**src/rtl/rseq_pkg.sv**
```systemverilog
package rseq_pkg;
  typedef enum logic [1:0] {
    PH_OFF  = 2'd0,
    PH_RISE = 2'd1,
    PH_ON   = 2'd2,
    PH_FALL = 2'd3
  } phase_e;
endpackage

```
**src/rtl/rseq_sync.sv**
```systemverilog
module rseq_sync #(
  parameter int STAGES = 2
) (
  input  logic clk,
  input  logic rst_n,
  input  logic d,
  output logic q
);
  logic [STAGES-1:0] chain;

  generate
    if (STAGES == 1) begin : g_one
      always_ff @(posedge clk or negedge rst_n) begin
        if (!rst_n) chain <= '0;
        else        chain <= d;
      end
    end else begin : g_many
      always_ff @(posedge clk or negedge rst_n) begin
        if (!rst_n) chain <= '0;
        else        chain <= {chain[STAGES-2:0], d};
      end
    end
  endgenerate

  assign q = chain[STAGES-1];
endmodule

```
**src/rtl/rseq_delay.sv**
```systemverilog
module rseq_delay #(
  parameter int FIRST_TICKS = 9,
  parameter int STEP_TICKS  = 8
) (
  input  logic clk,
  input  logic rst_n,
  input  logic tick,
  input  logic start,
  input  logic first,
  input  logic cancel,
  output logic running,
  output logic expire
);
  localparam int MAXT = (FIRST_TICKS > STEP_TICKS) ? FIRST_TICKS : STEP_TICKS;
  localparam int CW   = $clog2(MAXT + 1);

  logic          armed;
  logic [CW-1:0] cnt;
  logic [CW-1:0] goal;

  assign expire = running && tick && !armed && (cnt == goal - CW'(1));

  always_ff @(posedge clk or negedge rst_n) begin
    if (!rst_n) begin
      running <= 1'b0;
      armed   <= 1'b0;
      cnt     <= '0;
      goal    <= '0;
    end else if (start) begin
      running <= 1'b1;
      armed   <= first;
      cnt     <= '0;
      goal    <= first ? CW'(FIRST_TICKS) : CW'(STEP_TICKS);
    end else if (cancel) begin
      running <= 1'b0;
      armed   <= 1'b0;
    end else if (running && tick) begin
      if (armed)       armed   <= 1'b0;
      else if (expire) running <= 1'b0;
      else             cnt     <= cnt + CW'(1);
    end
  end

  // the phase-setting tick is consumed only by a tick strobe
  a_r2_arm_by_tick: assert property (@(posedge clk) disable iff (!rst_n)
    ($fell(armed) && !$past(start) && !$past(cancel)) |-> $past(tick));

  // the count never passes its goal while running
  a_r3_count_bound: assert property (@(posedge clk) disable iff (!rst_n)
    running |-> (cnt < goal));
endmodule

```
**src/rtl/rseq_ctrl.sv**
```systemverilog
module rseq_ctrl
  import rseq_pkg::*;
#(
  parameter int NUM_RAILS = 3,
  localparam int LW = $clog2(NUM_RAILS + 1)
) (
  input  logic          clk,
  input  logic          rst_n,
  input  logic          en_s,
  input  logic          expire,
  output logic          start,
  output logic          first,
  output logic          cancel,
  output logic [LW-1:0] level,
  output phase_e        phase
);
  phase_e        ph_n;
  logic [LW-1:0] lvl_n;

  always_comb begin
    ph_n   = phase;
    lvl_n  = level;
    start  = 1'b0;
    first  = 1'b0;
    cancel = 1'b0;
    case (phase)
      PH_OFF: begin
        if (en_s) begin
          start = 1'b1;
          first = 1'b1;
          ph_n  = PH_RISE;
        end
      end
      PH_RISE: begin
        if (!en_s) begin
          if (level == '0) begin
            cancel = 1'b1;
            ph_n   = PH_OFF;
          end else begin
            start = 1'b1;
            first = 1'b1;
            ph_n  = PH_FALL;
          end
        end else if (expire) begin
          lvl_n = level + LW'(1);
          if (lvl_n == LW'(NUM_RAILS)) ph_n = PH_ON;
          else                         start = 1'b1;
        end
      end
      PH_ON: begin
        if (!en_s) begin
          start = 1'b1;
          first = 1'b1;
          ph_n  = PH_FALL;
        end
      end
      default: begin
        if (expire) begin
          lvl_n = level - LW'(1);
          if (lvl_n == '0) ph_n = PH_OFF;
          else             start = 1'b1;
        end
      end
    endcase
  end

  always_ff @(posedge clk or negedge rst_n) begin
    if (!rst_n) begin
      phase <= PH_OFF;
      level <= '0;
    end else begin
      phase <= ph_n;
      level <= lvl_n;
    end
  end

  // steady phases sit at the end points of the level range
  a_r9_steady_levels: assert property (@(posedge clk) disable iff (!rst_n)
    ((phase == PH_OFF) |-> (level == '0)) and
    ((phase == PH_ON)  |-> (level == LW'(NUM_RAILS))));

  // level stays inside the rail count
  a_r3_level_range: assert property (@(posedge clk) disable iff (!rst_n)
    level <= LW'(NUM_RAILS));
endmodule

```
**src/rtl/rail_sequencer.sv**
```systemverilog
module rail_sequencer
  import rseq_pkg::*;
#(
  parameter int NUM_RAILS   = 3,
  parameter int FIRST_TICKS = 9,
  parameter int STEP_TICKS  = 8,
  parameter int SYNC_STAGES = 2
) (
  input  logic                 clk,
  input  logic                 rst_n,
  input  logic                 tick,
  input  logic                 enable_in,
  input  logic                 invert_sel,
  output logic [NUM_RAILS-1:0] rail_flag,
  output logic                 busy,
  output logic                 all_on
);
  localparam int LW = $clog2(NUM_RAILS + 1);

  logic          en_sync;
  logic          t_start, t_first, t_cancel, t_running, t_expire;
  logic [LW-1:0] level;
  phase_e        phase;

  rseq_sync #(.STAGES(SYNC_STAGES)) u_sync (
    .clk(clk), .rst_n(rst_n), .d(enable_in), .q(en_sync)
  );

  rseq_delay #(.FIRST_TICKS(FIRST_TICKS), .STEP_TICKS(STEP_TICKS)) u_delay (
    .clk(clk), .rst_n(rst_n), .tick(tick),
    .start(t_start), .first(t_first), .cancel(t_cancel),
    .running(t_running), .expire(t_expire)
  );

  rseq_ctrl #(.NUM_RAILS(NUM_RAILS)) u_ctrl (
    .clk(clk), .rst_n(rst_n), .en_s(en_sync), .expire(t_expire),
    .start(t_start), .first(t_first), .cancel(t_cancel),
    .level(level), .phase(phase)
  );

  generate
    for (genvar i = 0; i < NUM_RAILS; i++) begin : g_rail
      assign rail_flag[i] = (level > LW'(i)) ^ invert_sel;
    end
  endgenerate

  assign busy   = t_running;
  assign all_on = (level == LW'(NUM_RAILS));

  // flags move only on the cycle after a tick strobe
  a_r2_move_on_tick: assert property (@(posedge clk) disable iff (!rst_n)
    (level != $past(level)) |-> $past(tick));

  // one rail per step
  a_r3_single_step: assert property (@(posedge clk) disable iff (!rst_n)
    (level != $past(level)) |->
      ((level == $past(level) + LW'(1)) || (level + LW'(1) == $past(level))));

  // rails only come up while the synchronized enable is high
  a_r5_rise_needs_enable: assert property (@(posedge clk) disable iff (!rst_n)
    (level > $past(level)) |-> $past(en_sync));

  // rails only go down during a falling sequence
  a_r4_fall_in_fall_phase: assert property (@(posedge clk) disable iff (!rst_n)
    (level < $past(level)) |-> ($past(phase) == PH_FALL));

  // busy agrees with the sequencing phase
  a_r9_busy_phase: assert property (@(posedge clk) disable iff (!rst_n)
    busy == ((phase == PH_RISE) || (phase == PH_FALL)));
endmodule

```
**config.mk**
```make
export PLATFORM = sky130hd
export DESIGN_NAME = rail_sequencer
export DESIGN_NICKNAME = d
export VERILOG_FILES = /design/src/rtl/rseq_pkg.sv /design/src/rtl/rseq_sync.sv /design/src/rtl/rseq_delay.sv /design/src/rtl/rseq_ctrl.sv /design/src/rtl/rail_sequencer.sv
export SDC_FILE = /design/constraint.sdc
export NUM_CORES = 1
export LEC_CHECK = 0
export BUFFER_PORTS_ARGS = -buffer_cell sky130_fd_sc_hd__buf_2
export CELL_PAD_IN_SITES_DETAIL_PLACEMENT = 0
export CELL_PAD_IN_SITES_GLOBAL_PLACEMENT = 2
export CORE_ASPECT_RATIO = 1.25
export CORE_MARGIN = 2
export CORE_UTILIZATION = 36
export CTS_CLUSTER_SIZE = 10
export DETAILED_ROUTE_END_ITERATION = 8
export PLACE_DENSITY = 0.82
export SETUP_SLACK_MARGIN = 0.5
export SYNTH_ARGS = -nofsm -noshare
export SYNTH_HDL_FRONTEND = slang
export SYNTH_SLANG_ARGS = --single-unit
export TNS_END_PERCENT = 50
```
**constraint.sdc**
```tcl
create_clock -name clk -period 2.5 [get_ports clk]
set_input_delay 0.25 -clock clk [delete_from_list [all_inputs] [get_ports clk]]
set_output_delay 0.25 -clock clk [all_outputs]
set_load 0.05 [all_outputs]
```
==> results.tsv <==
stage	metric	value	unit
critical_path	Critical R2R Capture	u_delay.cnt[1]	
synth	Yosys warning count	0	
final_layout	Ant. Diodes	0	
pwr	leakage	0.421	nW
synth	largest cells by area after synthesis	dfrtp_1 43%, ha_1 7.7%, xnor2_1 5.4%	
hold_path	Hold Crit Class	input pin to register	
global_routing	Overflow after GRT	0	
synth	unique cell type count in the Yosys netlist	32	
place	HPWL after DPL	1.07	mm
final_layout	layout cells sized above 1	0.236	
run	Max Cap Viol	0	
final_layout	Syn-to-layout area delta	15.9	%
critical_path	Required @ worst endpoint	2.67	ns
final_layout	Post-Layout Cell Count	120	
critical_path	R2R depth	7	
synth	Synth async-reset ratio	1.00	
route	final WL	1.36	mm
cts	H-tree levels	1	
critical_path	crit path cell chain	inv_1, ha_1, or4bb_4, nand2_1, or2_2, mux2i_1, nor2_1	
synth	most common cell in the netlist	dfrtp_1	
timing	Tmin final	1.91	ns
route	drt drc	0	
global_routing	largest net degree at the start of global routing	15	
pwr	VDD IR-drop max	0.673	mV
timing	WHS	0.0749	ns
place	port buffer count	9	
timing	Worst Clk Skew	0.00416	ns
timing	setup violators final	0	
timing	Slew @ Worst Pin	0.515	ns
critical_path	WS Path Type	register to register	
critical_path	Worst Path Arrival	2.08	ns
synth	synth cell count leaders	14 x dfrtp_1, 6 x nor2_1, 5 x ha_1, 5 x nand3_1, 5 x xnor2_1	
cts	Clk pin slew, worst setup/hold paths	0.09	ns
critical_path	CP max stage cell	or4bb_4	
hold_path	Hold Crit Endpoint	u_sync.chain[0]	
outcome	status	completed	
die	initial core utilization	0.378	
synth	leading area contributor after synthesis	dfrtp_1	
cts	number of CTS-inserted buffers	3	
synth	cell area after synthesis	817	sq um
cts	root buffer cell	clkbuf_4	
cts	CTS tree	done	
pwr	switch share	0.462	
synth	Syn Nets	86	
global_routing	GRT Resource Usage Total	0.125	
timing	slew margin rel.	0.653	
global_routing	initial antenna violation count	0	
pwr	register share of total power	0.337	
place	Cell Area, Placed	897	sq um
route	drt pass-1 iters	6	
synth	Yosys reg bits	14	
critical_path	Worst path max stage delay	0.57	ns
final_layout	final instance area	947	sq um
final_layout	Nets	100	
die	Ports	10	
final_layout	fillers	226	
cts	maximum root-to-sink buffer count	2	
global_routing	global-route wire length before repair	2.38	mm
die	area of the core	2160	sq um
hold_path	hold depth	1	
synth	number of enable flip-flop cells after synthesis	0	
hold_path	hold_sp	enable_in	
place	GPL Wtd Cong	0.770	
route	Via density	4.81	
cts	clock sink total	14	
timing	Final Hold Fails	0	
timing	Final Max Slew Viols	0	
die	Die ar.	2670	sq um
die	Rows	19	
synth	sequential cell area fraction in the yosys report	0.429	
pwr	Pint	639	uW
timing	Fmax achieved	523	MHz
route	Starting DRT DRC Count	5	
final_layout	Core Util, Final	0.438	
pwr	Gate power share	0.526	
timing	RSZ-0062 raised after global routing	false	
critical_path	CP Launch Type	register	
final_layout	Multi-input gate area	455	sq um
synth	Post-synth top flop	dfrtp_1	
pwr	pwr/cell area	1250	nW/um^2
synth	Synth Instances	76	
critical_path	critical path peak fanout	4	
timing	setup tns final	0	ns
critical_path	crit path capture type	register	
critical_path	reg2reg start	u_ctrl.level[0]	
place	placed cell count	115	
die	chip width	46.6	um
route	vias after detailed routing	577	
critical_path	reg2reg setup slack	0.59	ns
pwr	switching pwr	549	uW
pwr	Clock Power Share	0.137	
die	chip height	57.3	um
global_routing	number of global-route vias before repair	564	
route	DR WL/cell	11.3	um
route	Routed Antenna Nets	0	
final_layout	register area	350	sq um
synth	synthesized area per cell	10.8	sq um
synth	Synth top area share	0.429	
cts	Clock Latency Late Sink	0.28	ns
timing	Tcrit/Tclk final	0.764	
==> cells by family (layout without fill, tap and decap cells) <==
group | count (synthesis) | count (layout) | synth area share
XOR/XNOR | 9 | 9 | 0.106
buffers and inverters | 4 | 17 | 0.0184
flip-flops | 14 | 14 | 0.429
AO/OA/AOI/OAI | 13 | 13 | 0.112
adder cells (fa/ha/maj) | 5 | 5 | 0.0766
multiplexers | 2 | 2 | 0.0398
AND/OR/NAND/NOR | 29 | 29 | 0.219
==> state kept, by name, indices dropped and copies added, names as in the netlist <==
| signal | cells |
|---|---|
| u_ctrl.level | 2 |
| u_ctrl.phase | 2 |
| u_delay.armed | 1 |
| u_delay.cnt | 4 |
| u_delay.goal | 2 |
| u_delay.running | 1 |
| u_sync.chain | 2 |
==> metal layers <==
metal  GRT usage  vias to the layer above  routed length [um]
li1            -                      288                   -
met1       0.144                      283                 582
met2       0.210                        4                 733
met3      0.0190                        2                  25
met4      0.0714                        0                  15
met5           0                        -                   0
==> power groups by stage <==
stage	sequential, mW	combinational [mW]	clock (mW)
global route	0.416	0.694	0.182
CTS	0.401	0.636	0.172
finish	0.401	0.624	0.163
global placement	0.402	0.626	0
floorplan	0.396	0.521	0
detailed placement	0.407	0.632	0
==> area by class of cell <==
class	count	share of cell area
Timing Repair Buffer	10	0.0581
Sequential cell	14	0.370
Multi-Input combinational cell	58	0.481
Tap cell	31	0.0410
Inverter	3	0.0119
Clock buffer	4	0.0383
==> placed cells by master (no fill, tap or decap), types with 2 or more instances in the layout <==
master,instances
nand2_1,4
buf_2,9
clkbuf_4,3
o21ai_1,2
ha_1,5
a21oi_1,3
dfrtp_1,14
nor2_1,6
inv_1,3
xnor2_1,5
nand2b_1,2
nor3b_1,2
o21ai_0,2
o22a_1,2
xor2_1,3
nand3_1,5
==> how the worst max path moves through the flow <==
stage	start	to	depth (start not counted)	slack, ns
after floorplan	u_ctrl.level[1]	rail_flag[2]	2	0.56
after global placement	u_ctrl.level[1]	u_delay.cnt[1]	7	0.65
after detailed placement	u_ctrl.level[0]	u_delay.cnt[1]	7	0.59
after CTS	u_ctrl.level[0]	u_delay.cnt[1]	7	0.57
after global routing	u_ctrl.level[0]	u_delay.cnt[1]	7	0.50
final	u_ctrl.level[0]	u_delay.cnt[1]	7	0.59
==> critical path: cells and delay by family, from the launching register on <==
| kind | cells | cell delay [ns] |
|---|---|---|
| AND/OR/NAND/NOR | 4 | 0.86 |
| flip-flops | 1 | 0.41 |
| adder cells (fa/ha/maj) | 1 | 0.24 |
| multiplexers | 1 | 0.18 |
| buffers and inverters | 1 | 0.12 |
==> stage by stage <==
step           total power, mW  setup slack (ns)
6_report                  1.19             0.590
5_1_grt                   1.29             0.504
4_1_cts                   1.21             0.566
3_5_place_dp              1.04             0.586
3_3_place_gp              1.03             0.647
2_1_floorplan            0.917             0.558
==> what timing repair did <==
item,4_1_cts,5_1_grt
hold buffers,1,0
endpoints found under the setup margin,0,2
gates resized for setup,0,1
endpoints found under the hold margin,14,0
setup buffers,0,0
Note: power is estimated with default switching activity, not from simulation.
